===== src/rtl/jt_pkg.sv =====
`timescale 1ns/1ps
package jt_pkg;
  typedef enum logic [1:0] {
    FORM_REL_SHORT = 2'b00,
    FORM_REL_HALF  = 2'b01,
    FORM_REL_FULL  = 2'b10,
    FORM_INDIRECT  = 2'b11
  } jform_e;
endpackage


===== src/rtl/jt_disp_ext.sv =====
`timescale 1ns/1ps
// Sign-extends the displacement according to the jump form.
module jt_disp_ext
  import jt_pkg::*;
#(
  parameter int IP_W    = 32,
  parameter int SHORT_W = 8
) (
  input  jform_e            form,
  input  logic [IP_W-1:0]   disp,
  output logic [IP_W-1:0]   disp_wide
);
  localparam int HALF_W = IP_W / 2;

  logic [IP_W-1:0] short_ext;
  logic [IP_W-1:0] half_ext;

  assign short_ext = {{(IP_W-SHORT_W){disp[SHORT_W-1]}}, disp[SHORT_W-1:0]};
  assign half_ext  = {{(IP_W-HALF_W){disp[HALF_W-1]}}, disp[HALF_W-1:0]};

  always_comb begin
    unique case (form)
      FORM_REL_SHORT: disp_wide = short_ext;
      FORM_REL_HALF:  disp_wide = half_ext;
      default:        disp_wide = disp;
    endcase
  end
endmodule


===== src/rtl/jt_target_sel.sv =====
`timescale 1ns/1ps
// Forms the raw target (add or select), then applies operand-size truncation.
module jt_target_sel
  import jt_pkg::*;
#(
  parameter int IP_W = 32
) (
  input  jform_e            form,
  input  logic              opsize32,
  input  logic [IP_W-1:0]   next_ip,
  input  logic [IP_W-1:0]   disp_wide,
  input  logic [IP_W-1:0]   offset,
  output logic [IP_W-1:0]   target
);
  localparam int HALF_W  = IP_W / 2;
  localparam int UPPER_W = IP_W - HALF_W;

  logic [IP_W-1:0] sum;
  logic [IP_W-1:0] raw;

  // Modular add: carry out of the top bit is dropped.
  assign sum = next_ip + disp_wide;

  always_comb begin
    if (form == FORM_INDIRECT) raw = offset;
    else                       raw = sum;
  end

  always_comb begin
    if (opsize32) target = raw;
    else          target = {{UPPER_W{1'b0}}, raw[HALF_W-1:0]};
  end
endmodule


===== src/rtl/jt_limit_cmp.sv =====
`timescale 1ns/1ps
// Inclusive segment-limit check.
module jt_limit_cmp #(
  parameter int IP_W = 32
) (
  input  logic [IP_W-1:0] target,
  input  logic [IP_W-1:0] cs_limit,
  output logic            over_limit
);
  assign over_limit = (target > cs_limit);
endmodule


===== src/rtl/near_jump_target.sv =====
`timescale 1ns/1ps
module near_jump_target
  import jt_pkg::*;
#(
  parameter int IP_W    = 32,
  parameter int SHORT_W = 8
) (
  input  logic              clk,
  input  logic              rst_n,
  input  logic              start,
  input  logic [1:0]        form,
  input  logic              opsize32,
  input  logic [IP_W-1:0]   next_ip,
  input  logic [IP_W-1:0]   disp,
  input  logic [IP_W-1:0]   offset,
  input  logic [IP_W-1:0]   cs_limit,
  output logic [IP_W-1:0]   new_ip,
  output logic              done,
  output logic              gp_fault
);
  localparam int SYNC_STAGES = 2;

  // Reset: asserted asynchronously, released on a clock edge.
  logic [SYNC_STAGES-1:0] rst_sync_q;
  logic                   rst_core_n;

  always_ff @(posedge clk or negedge rst_n) begin
    if (!rst_n) rst_sync_q <= '0;
    else        rst_sync_q <= {rst_sync_q[SYNC_STAGES-2:0], 1'b1};
  end
  assign rst_core_n = rst_sync_q[SYNC_STAGES-1];

  // Datapath.
  jform_e          form_e;
  logic [IP_W-1:0] disp_wide;
  logic [IP_W-1:0] target;
  logic            over_limit;

  assign form_e = jform_e'(form);

  jt_disp_ext #(.IP_W(IP_W), .SHORT_W(SHORT_W)) u_disp_ext (
    .form      (form_e),
    .disp      (disp),
    .disp_wide (disp_wide)
  );

  jt_target_sel #(.IP_W(IP_W)) u_target_sel (
    .form      (form_e),
    .opsize32  (opsize32),
    .next_ip   (next_ip),
    .disp_wide (disp_wide),
    .offset    (offset),
    .target    (target)
  );

  jt_limit_cmp #(.IP_W(IP_W)) u_limit_cmp (
    .target     (target),
    .cs_limit   (cs_limit),
    .over_limit (over_limit)
  );

  // Next state.
  logic            ip_en;
  logic [IP_W-1:0] ip_d;
  logic            done_d;
  logic            fault_d;

  always_comb begin
    ip_en   = start & ~over_limit;
    ip_d    = target;
    done_d  = start;
    fault_d = start & over_limit;
  end

  // Registers.
  always_ff @(posedge clk or negedge rst_core_n) begin
    if (!rst_core_n) begin
      done     <= 1'b0;
      gp_fault <= 1'b0;
    end else begin
      done     <= done_d;
      gp_fault <= fault_d;
    end
  end

  always_ff @(posedge clk or negedge rst_core_n) begin
    if (!rst_core_n)  new_ip <= '0;
    else if (ip_en)   new_ip <= ip_d;
  end
endmodule


===== config.mk =====
export PLATFORM = sky130hd
export DESIGN_NAME = near_jump_target
export DESIGN_NICKNAME = d
export VERILOG_FILES = /design/src/rtl/jt_pkg.sv /design/src/rtl/jt_disp_ext.sv /design/src/rtl/jt_target_sel.sv /design/src/rtl/jt_limit_cmp.sv /design/src/rtl/near_jump_target.sv
export SDC_FILE = /design/constraint.sdc
export NUM_CORES = 1
export LEC_CHECK = 0
export CAP_MARGIN = 15
export CORE_MARGIN = 2
export CORE_UTILIZATION = 35
export DETAILED_ROUTE_END_ITERATION = 7
export DONT_BUFFER_PORTS = 1
export GPL_ROUTABILITY_DRIVEN = 0
export GPL_TIMING_DRIVEN = 1
export PLACE_DENSITY_LB_ADDON = 0.3
export SLEW_MARGIN = 20
export SYNTH_ARGS = -nofsm -noshare
export SYNTH_HDL_FRONTEND = slang
export SYNTH_SLANG_ARGS = --single-unit

===== constraint.sdc =====
create_clock -name clk -period 1 [get_ports clk]
set_input_delay 0.3 -clock clk [delete_from_list [all_inputs] [get_ports clk]]
set_output_delay 0.3 -clock clk [all_outputs]
set_load 0.005 [all_outputs]

==> results.md <==
- Power per cell area: 1390 mW/mm^2
- Ratio of cells with drive above 1 in the final layout: 32.9%
- Layout-stage area growth over the synthesis result: 40.7%
- Final-layout setup total negative slack: -115.27 ns
- Max-cap violation count: 0
- Total core area: 0.0128 sq mm
- Yosys reg bits: 36
- Reg-to-reg slack, setup: ~0.2 ns
- Maximum net fanout on the critical path: 5
- Netlist Area Pre-Place: about 0.0046 sq mm
- Slew @ Worst Pin: 0.497 ns
- Maximum number of pins on one net before global-route repair: 37
- Final antenna-violating net count: 0
- Number of warnings printed during yosys synthesis: 0
- Cell area reported after detailed placement: about 0.0059 sq mm
- Worst path arrival time: approximately 4.8 ns
- Antenna Cells: 0
- Worst Hold Launch: start
- Worst hold path cell count: 0
- Count of placed standard cells in the final layout, fillers left out: ~940
- Standby leakage power: 3.24 nW
- Run status: complete, but fails checks
- Most frequently used flop master after synthesis: sky130_fd_sc_hd__dfrtp_1
- Category of the worst setup path capture point: register
- Mean number of vias per cell: 5.41
- Number of vias in the routed layout: 5,065
- Worst Hold Slack: around 0.047 ns
- Worst relative slew slack: 66.7%
- Worst vdd ir: approximately 0.58 mV
- Clock tree from TritonCTS: done
- Total routed wirelength: between 15,000 and 20,000 um
- Length in cells of the worst reg-to-reg path: 1
- Insertion delay of the later-clocked pin in the worst-skew pair: 0.28 ns
- Cell count after synthesis: around 610
- EDFF count, synth: 0
- Number of buffer cells added on primary ports: 0
- Unrepaired setup endpoints after global routing: true
- Final period util: 457%
- Per-cell routed wire length: ~17 um
- Total power of the final layout: around 0.0090 W
- Placed Cells: roughly 900
- Avg Synthesized Cell Area: between 7 and 8 sq um
- Final worst-path setup slack: -3.57 ns
- Remaining global-route overflow: 0
- Required time of the critical path: 1.21 ns
- Worst reg2reg path startpoint: new_ip[15]$_DFFE_PN0P_
- Capture point of the worst reg-to-reg path: new_ip[15]$_DFFE_PN0P_
- Path type of the worst min-delay path: input port to register
- Number of design rule violations left after detail routing: 0
- I/O pin count: roughly 170
- Post-Syn Nets: roughly 800
- First-pass GRT wire length: roughly 25,000 um
- Proportion of synthesized chip area in sequential cells: around a fifth
- Die outline width: 119 um
- Worst Skew: between 0.005 and 0.006 ns
- Fmax: ~220 MHz
- Worst-path clk slew: roughly 0.05 ns
- Element type at the critical path start: input port
- Max Root-Sink Buffers: 2
- Slew Limit Fails: 0
- Initial drt markers: roughly 240
- Minimum period implied by the final worst setup slack: ~4.6 ns
- Via count of the first global-routing pass: 5,197
- Vert. Die Dim: 119 um
- Post-route standard cell area excluding fillers: 0.00650 sq mm
- FFs w/ async S/R, synth: 100%
- Clock buffers created by TritonCTS: 5
- Clk sink count: 36
- CTS H-tree depth: 2
- Net count of the finished layout: 961
- Effective utilization at floorplan: approximately 36%
- Worst Hold End: done$_DFF_PN0_
- Final hold vios: 0
- Class of the most critical setup path: input port to register
- Antenna violations before repair: 1
- Drt pass-1 iters: 5
- Final HPWL from detailed placement: 12,800 um
- Gr usage total: approximately 22%
- Failing checks: setup timing
- FP Rows: 41
- Unique masters post-synth: between 60 and 70
- Number of setup violations in the final report: 33
- Area enclosed by the die boundary: around 0.014 sq mm
- CTS root buf: sky130_fd_sc_hd__clkbuf_16
-- registers in the layout (all words and copies together) (netlist names) --
signal / count
new_ip: 32
rst_sync_q: 2
done: 1
gp_fault: 1
-- cell type report --
cell class | count | area [sq um]
repair buffers | 175 | 1390
clock buffers | 6 | 129
clock inverters | 2 | 35.0
flip-flops and latches | 36 | 902
well taps | 172 | 215
fillers | 1245 | 6280
inverters | 60 | 225
multi-input cells | 485 | 3600
-- layer usage --
layer | GRT usage (%) | up-vias | wire length (um)
met5 | 0 | - | 13
met3 | 2.87 | 47 | 794
met2 | 34.6 | 185 | 6940
li1 | - | 2496 | -
met4 | 9.82 | 2 | 639
met1 | 28.8 | 2335 | 7190
-- synthesized netlist by cell type, types with 3 or more instances --
cell type,number,share of area [%]
sky130_fd_sc_hd__nor3_1,7,0.76
sky130_fd_sc_hd__dfrtp_1,36,20
sky130_fd_sc_hd__clkbuf_1,20,1.6
sky130_fd_sc_hd__and3_2,3,0.49
sky130_fd_sc_hd__a2111oi_0,3,0.57
sky130_fd_sc_hd__o211ai_1,10,1.6
sky130_fd_sc_hd__inv_1,60,4.9
sky130_fd_sc_hd__nor3b_1,4,0.65
sky130_fd_sc_hd__buf_2,6,0.65
sky130_fd_sc_hd__a211oi_1,6,0.98
sky130_fd_sc_hd__and3_1,4,0.54
sky130_fd_sc_hd__nand2_1,66,5.4
sky130_fd_sc_hd__nand4_1,10,1.4
sky130_fd_sc_hd__nor2_1,36,2.9
sky130_fd_sc_hd__ha_1,63,17
sky130_fd_sc_hd__a31oi_1,3,0.41
sky130_fd_sc_hd__a21o_1,14,2.3
sky130_fd_sc_hd__o221ai_1,3,0.57
sky130_fd_sc_hd__o21ai_0,44,4.8
sky130_fd_sc_hd__a21oi_1,80,8.7
sky130_fd_sc_hd__o21a_1,3,0.49
sky130_fd_sc_hd__nand3_1,12,1.3
sky130_fd_sc_hd__nor2b_1,4,0.54
sky130_fd_sc_hd__mux2i_1,9,2.0
sky130_fd_sc_hd__xor2_1,12,2.3
sky130_fd_sc_hd__mux2_2,20,4.9
sky130_fd_sc_hd__xnor2_1,11,2.1
sky130_fd_sc_hd__or3_1,3,0.41
sky130_fd_sc_hd__o21bai_1,3,0.49
sky130_fd_sc_hd__nor4_1,3,0.41
sky130_fd_sc_hd__and2_1,6,0.81
sky130_fd_sc_hd__nand2b_1,4,0.54
sky130_fd_sc_hd__o31ai_1,5,0.81
-- layout by cell type (no fill, tap or decap), types with 4 or more instances in the layout --
| cell | n |
|---|---|
| sky130_fd_sc_hd__buf_4 | 166 |
| sky130_fd_sc_hd__a211oi_1 | 4 |
| sky130_fd_sc_hd__dfrtp_1 | 35 |
| sky130_fd_sc_hd__mux2i_1 | 8 |
| sky130_fd_sc_hd__nand3_1 | 12 |
| sky130_fd_sc_hd__nand2b_1 | 4 |
| sky130_fd_sc_hd__clkbuf_16 | 5 |
| sky130_fd_sc_hd__mux2_2 | 19 |
| sky130_fd_sc_hd__nor2_1 | 34 |
| sky130_fd_sc_hd__nand2_1 | 66 |
| sky130_fd_sc_hd__a21oi_2 | 12 |
| sky130_fd_sc_hd__o211ai_1 | 10 |
| sky130_fd_sc_hd__buf_12 | 4 |
| sky130_fd_sc_hd__xnor2_1 | 11 |
| sky130_fd_sc_hd__a21oi_1 | 68 |
| sky130_fd_sc_hd__and2_1 | 6 |
| sky130_fd_sc_hd__xor2_1 | 12 |
| sky130_fd_sc_hd__nor3_1 | 7 |
| sky130_fd_sc_hd__ha_1 | 63 |
| sky130_fd_sc_hd__nor3b_1 | 4 |
| sky130_fd_sc_hd__nand4_1 | 10 |
| sky130_fd_sc_hd__a21o_1 | 14 |
| sky130_fd_sc_hd__o21ai_0 | 39 |
| sky130_fd_sc_hd__inv_1 | 60 |
-- worst max path at each step --
stage	start	to	cells past startpoint
global route	disp[7]	new_ip[28]$_DFFE_PN0P_	23
finish	disp[7]	new_ip[26]$_DFFE_PN0P_	28
detailed placement	disp[7]	new_ip[4]$_DFFE_PN0P_	23
global placement	disp[7]	new_ip[9]$_DFFE_PN0P_	23
CTS	disp[7]	new_ip[4]$_DFFE_PN0P_	20
floorplan	form[1]	new_ip[10]$_DFFE_PN0P_	21
-- kinds of logic after synthesis --
logic type / share of synthesized area, %
xor+xnor: 4.36
flops: 19.5
compound gates: 27.4
simple gates: 17.1
fa+ha+maj: 17.5
other cells: 0.0812
buf+inv: 7.23
mux: 6.83
-- power by group --
group | leakage (nW) | switching, W | internal (W)
sequential | 0.440 | 0.000361 | 0.00188
combinational | 2.72 | 0.00239 | 0.00264
clock | 0.0808 | 0.000595 | 0.00117
-- worst max-delay path, cell delays in order --
cell                       delay, ns
sky130_fd_sc_hd__nor2b_4        0.11
sky130_fd_sc_hd__a211oi_4       0.32
sky130_fd_sc_hd__a21oi_1        0.08
sky130_fd_sc_hd__ha_1           0.32
sky130_fd_sc_hd__a21o_2         0.23
sky130_fd_sc_hd__a221oi_2       0.20
sky130_fd_sc_hd__o21ai_1        0.12
sky130_fd_sc_hd__a32o_2         0.27
sky130_fd_sc_hd__a211o_4        0.31
sky130_fd_sc_hd__mux2i_2        0.19
sky130_fd_sc_hd__nand4_1        0.22
sky130_fd_sc_hd__buf_4          0.20
sky130_fd_sc_hd__buf_4          0.12
sky130_fd_sc_hd__buf_4          0.12
sky130_fd_sc_hd__buf_4          0.12
sky130_fd_sc_hd__buf_4          0.12
sky130_fd_sc_hd__buf_4          0.12
sky130_fd_sc_hd__buf_4          0.12
sky130_fd_sc_hd__buf_4          0.12
sky130_fd_sc_hd__buf_4          0.12
sky130_fd_sc_hd__buf_4          0.13
sky130_fd_sc_hd__buf_4          0.13
sky130_fd_sc_hd__buf_4          0.12
sky130_fd_sc_hd__buf_4          0.12
sky130_fd_sc_hd__buf_4          0.12
sky130_fd_sc_hd__buf_4          0.12
sky130_fd_sc_hd__buf_4          0.12
sky130_fd_sc_hd__a21oi_2        0.10
-- repair_timing --
action,in CTS,in global routing
hold endpoints to repair,2,0
setup buffers,21,6
pin swaps,1,14
setup endpoints to repair,35,43
resized for setup,23,16
hold buffers,1,0
cloned,1,0
-- through the flow --
step	worst slack [ns]	utilization (%)
3_3_place_gp	-3.72	46.4
2_1_floorplan	-3.67	-
5_1_grt	-3.79	50.9
3_5_place_dp	-3.81	46.4
4_1_cts	-3.47	50.0
6_report	-3.57	50.9
Power figures use the tool's default switching activity.
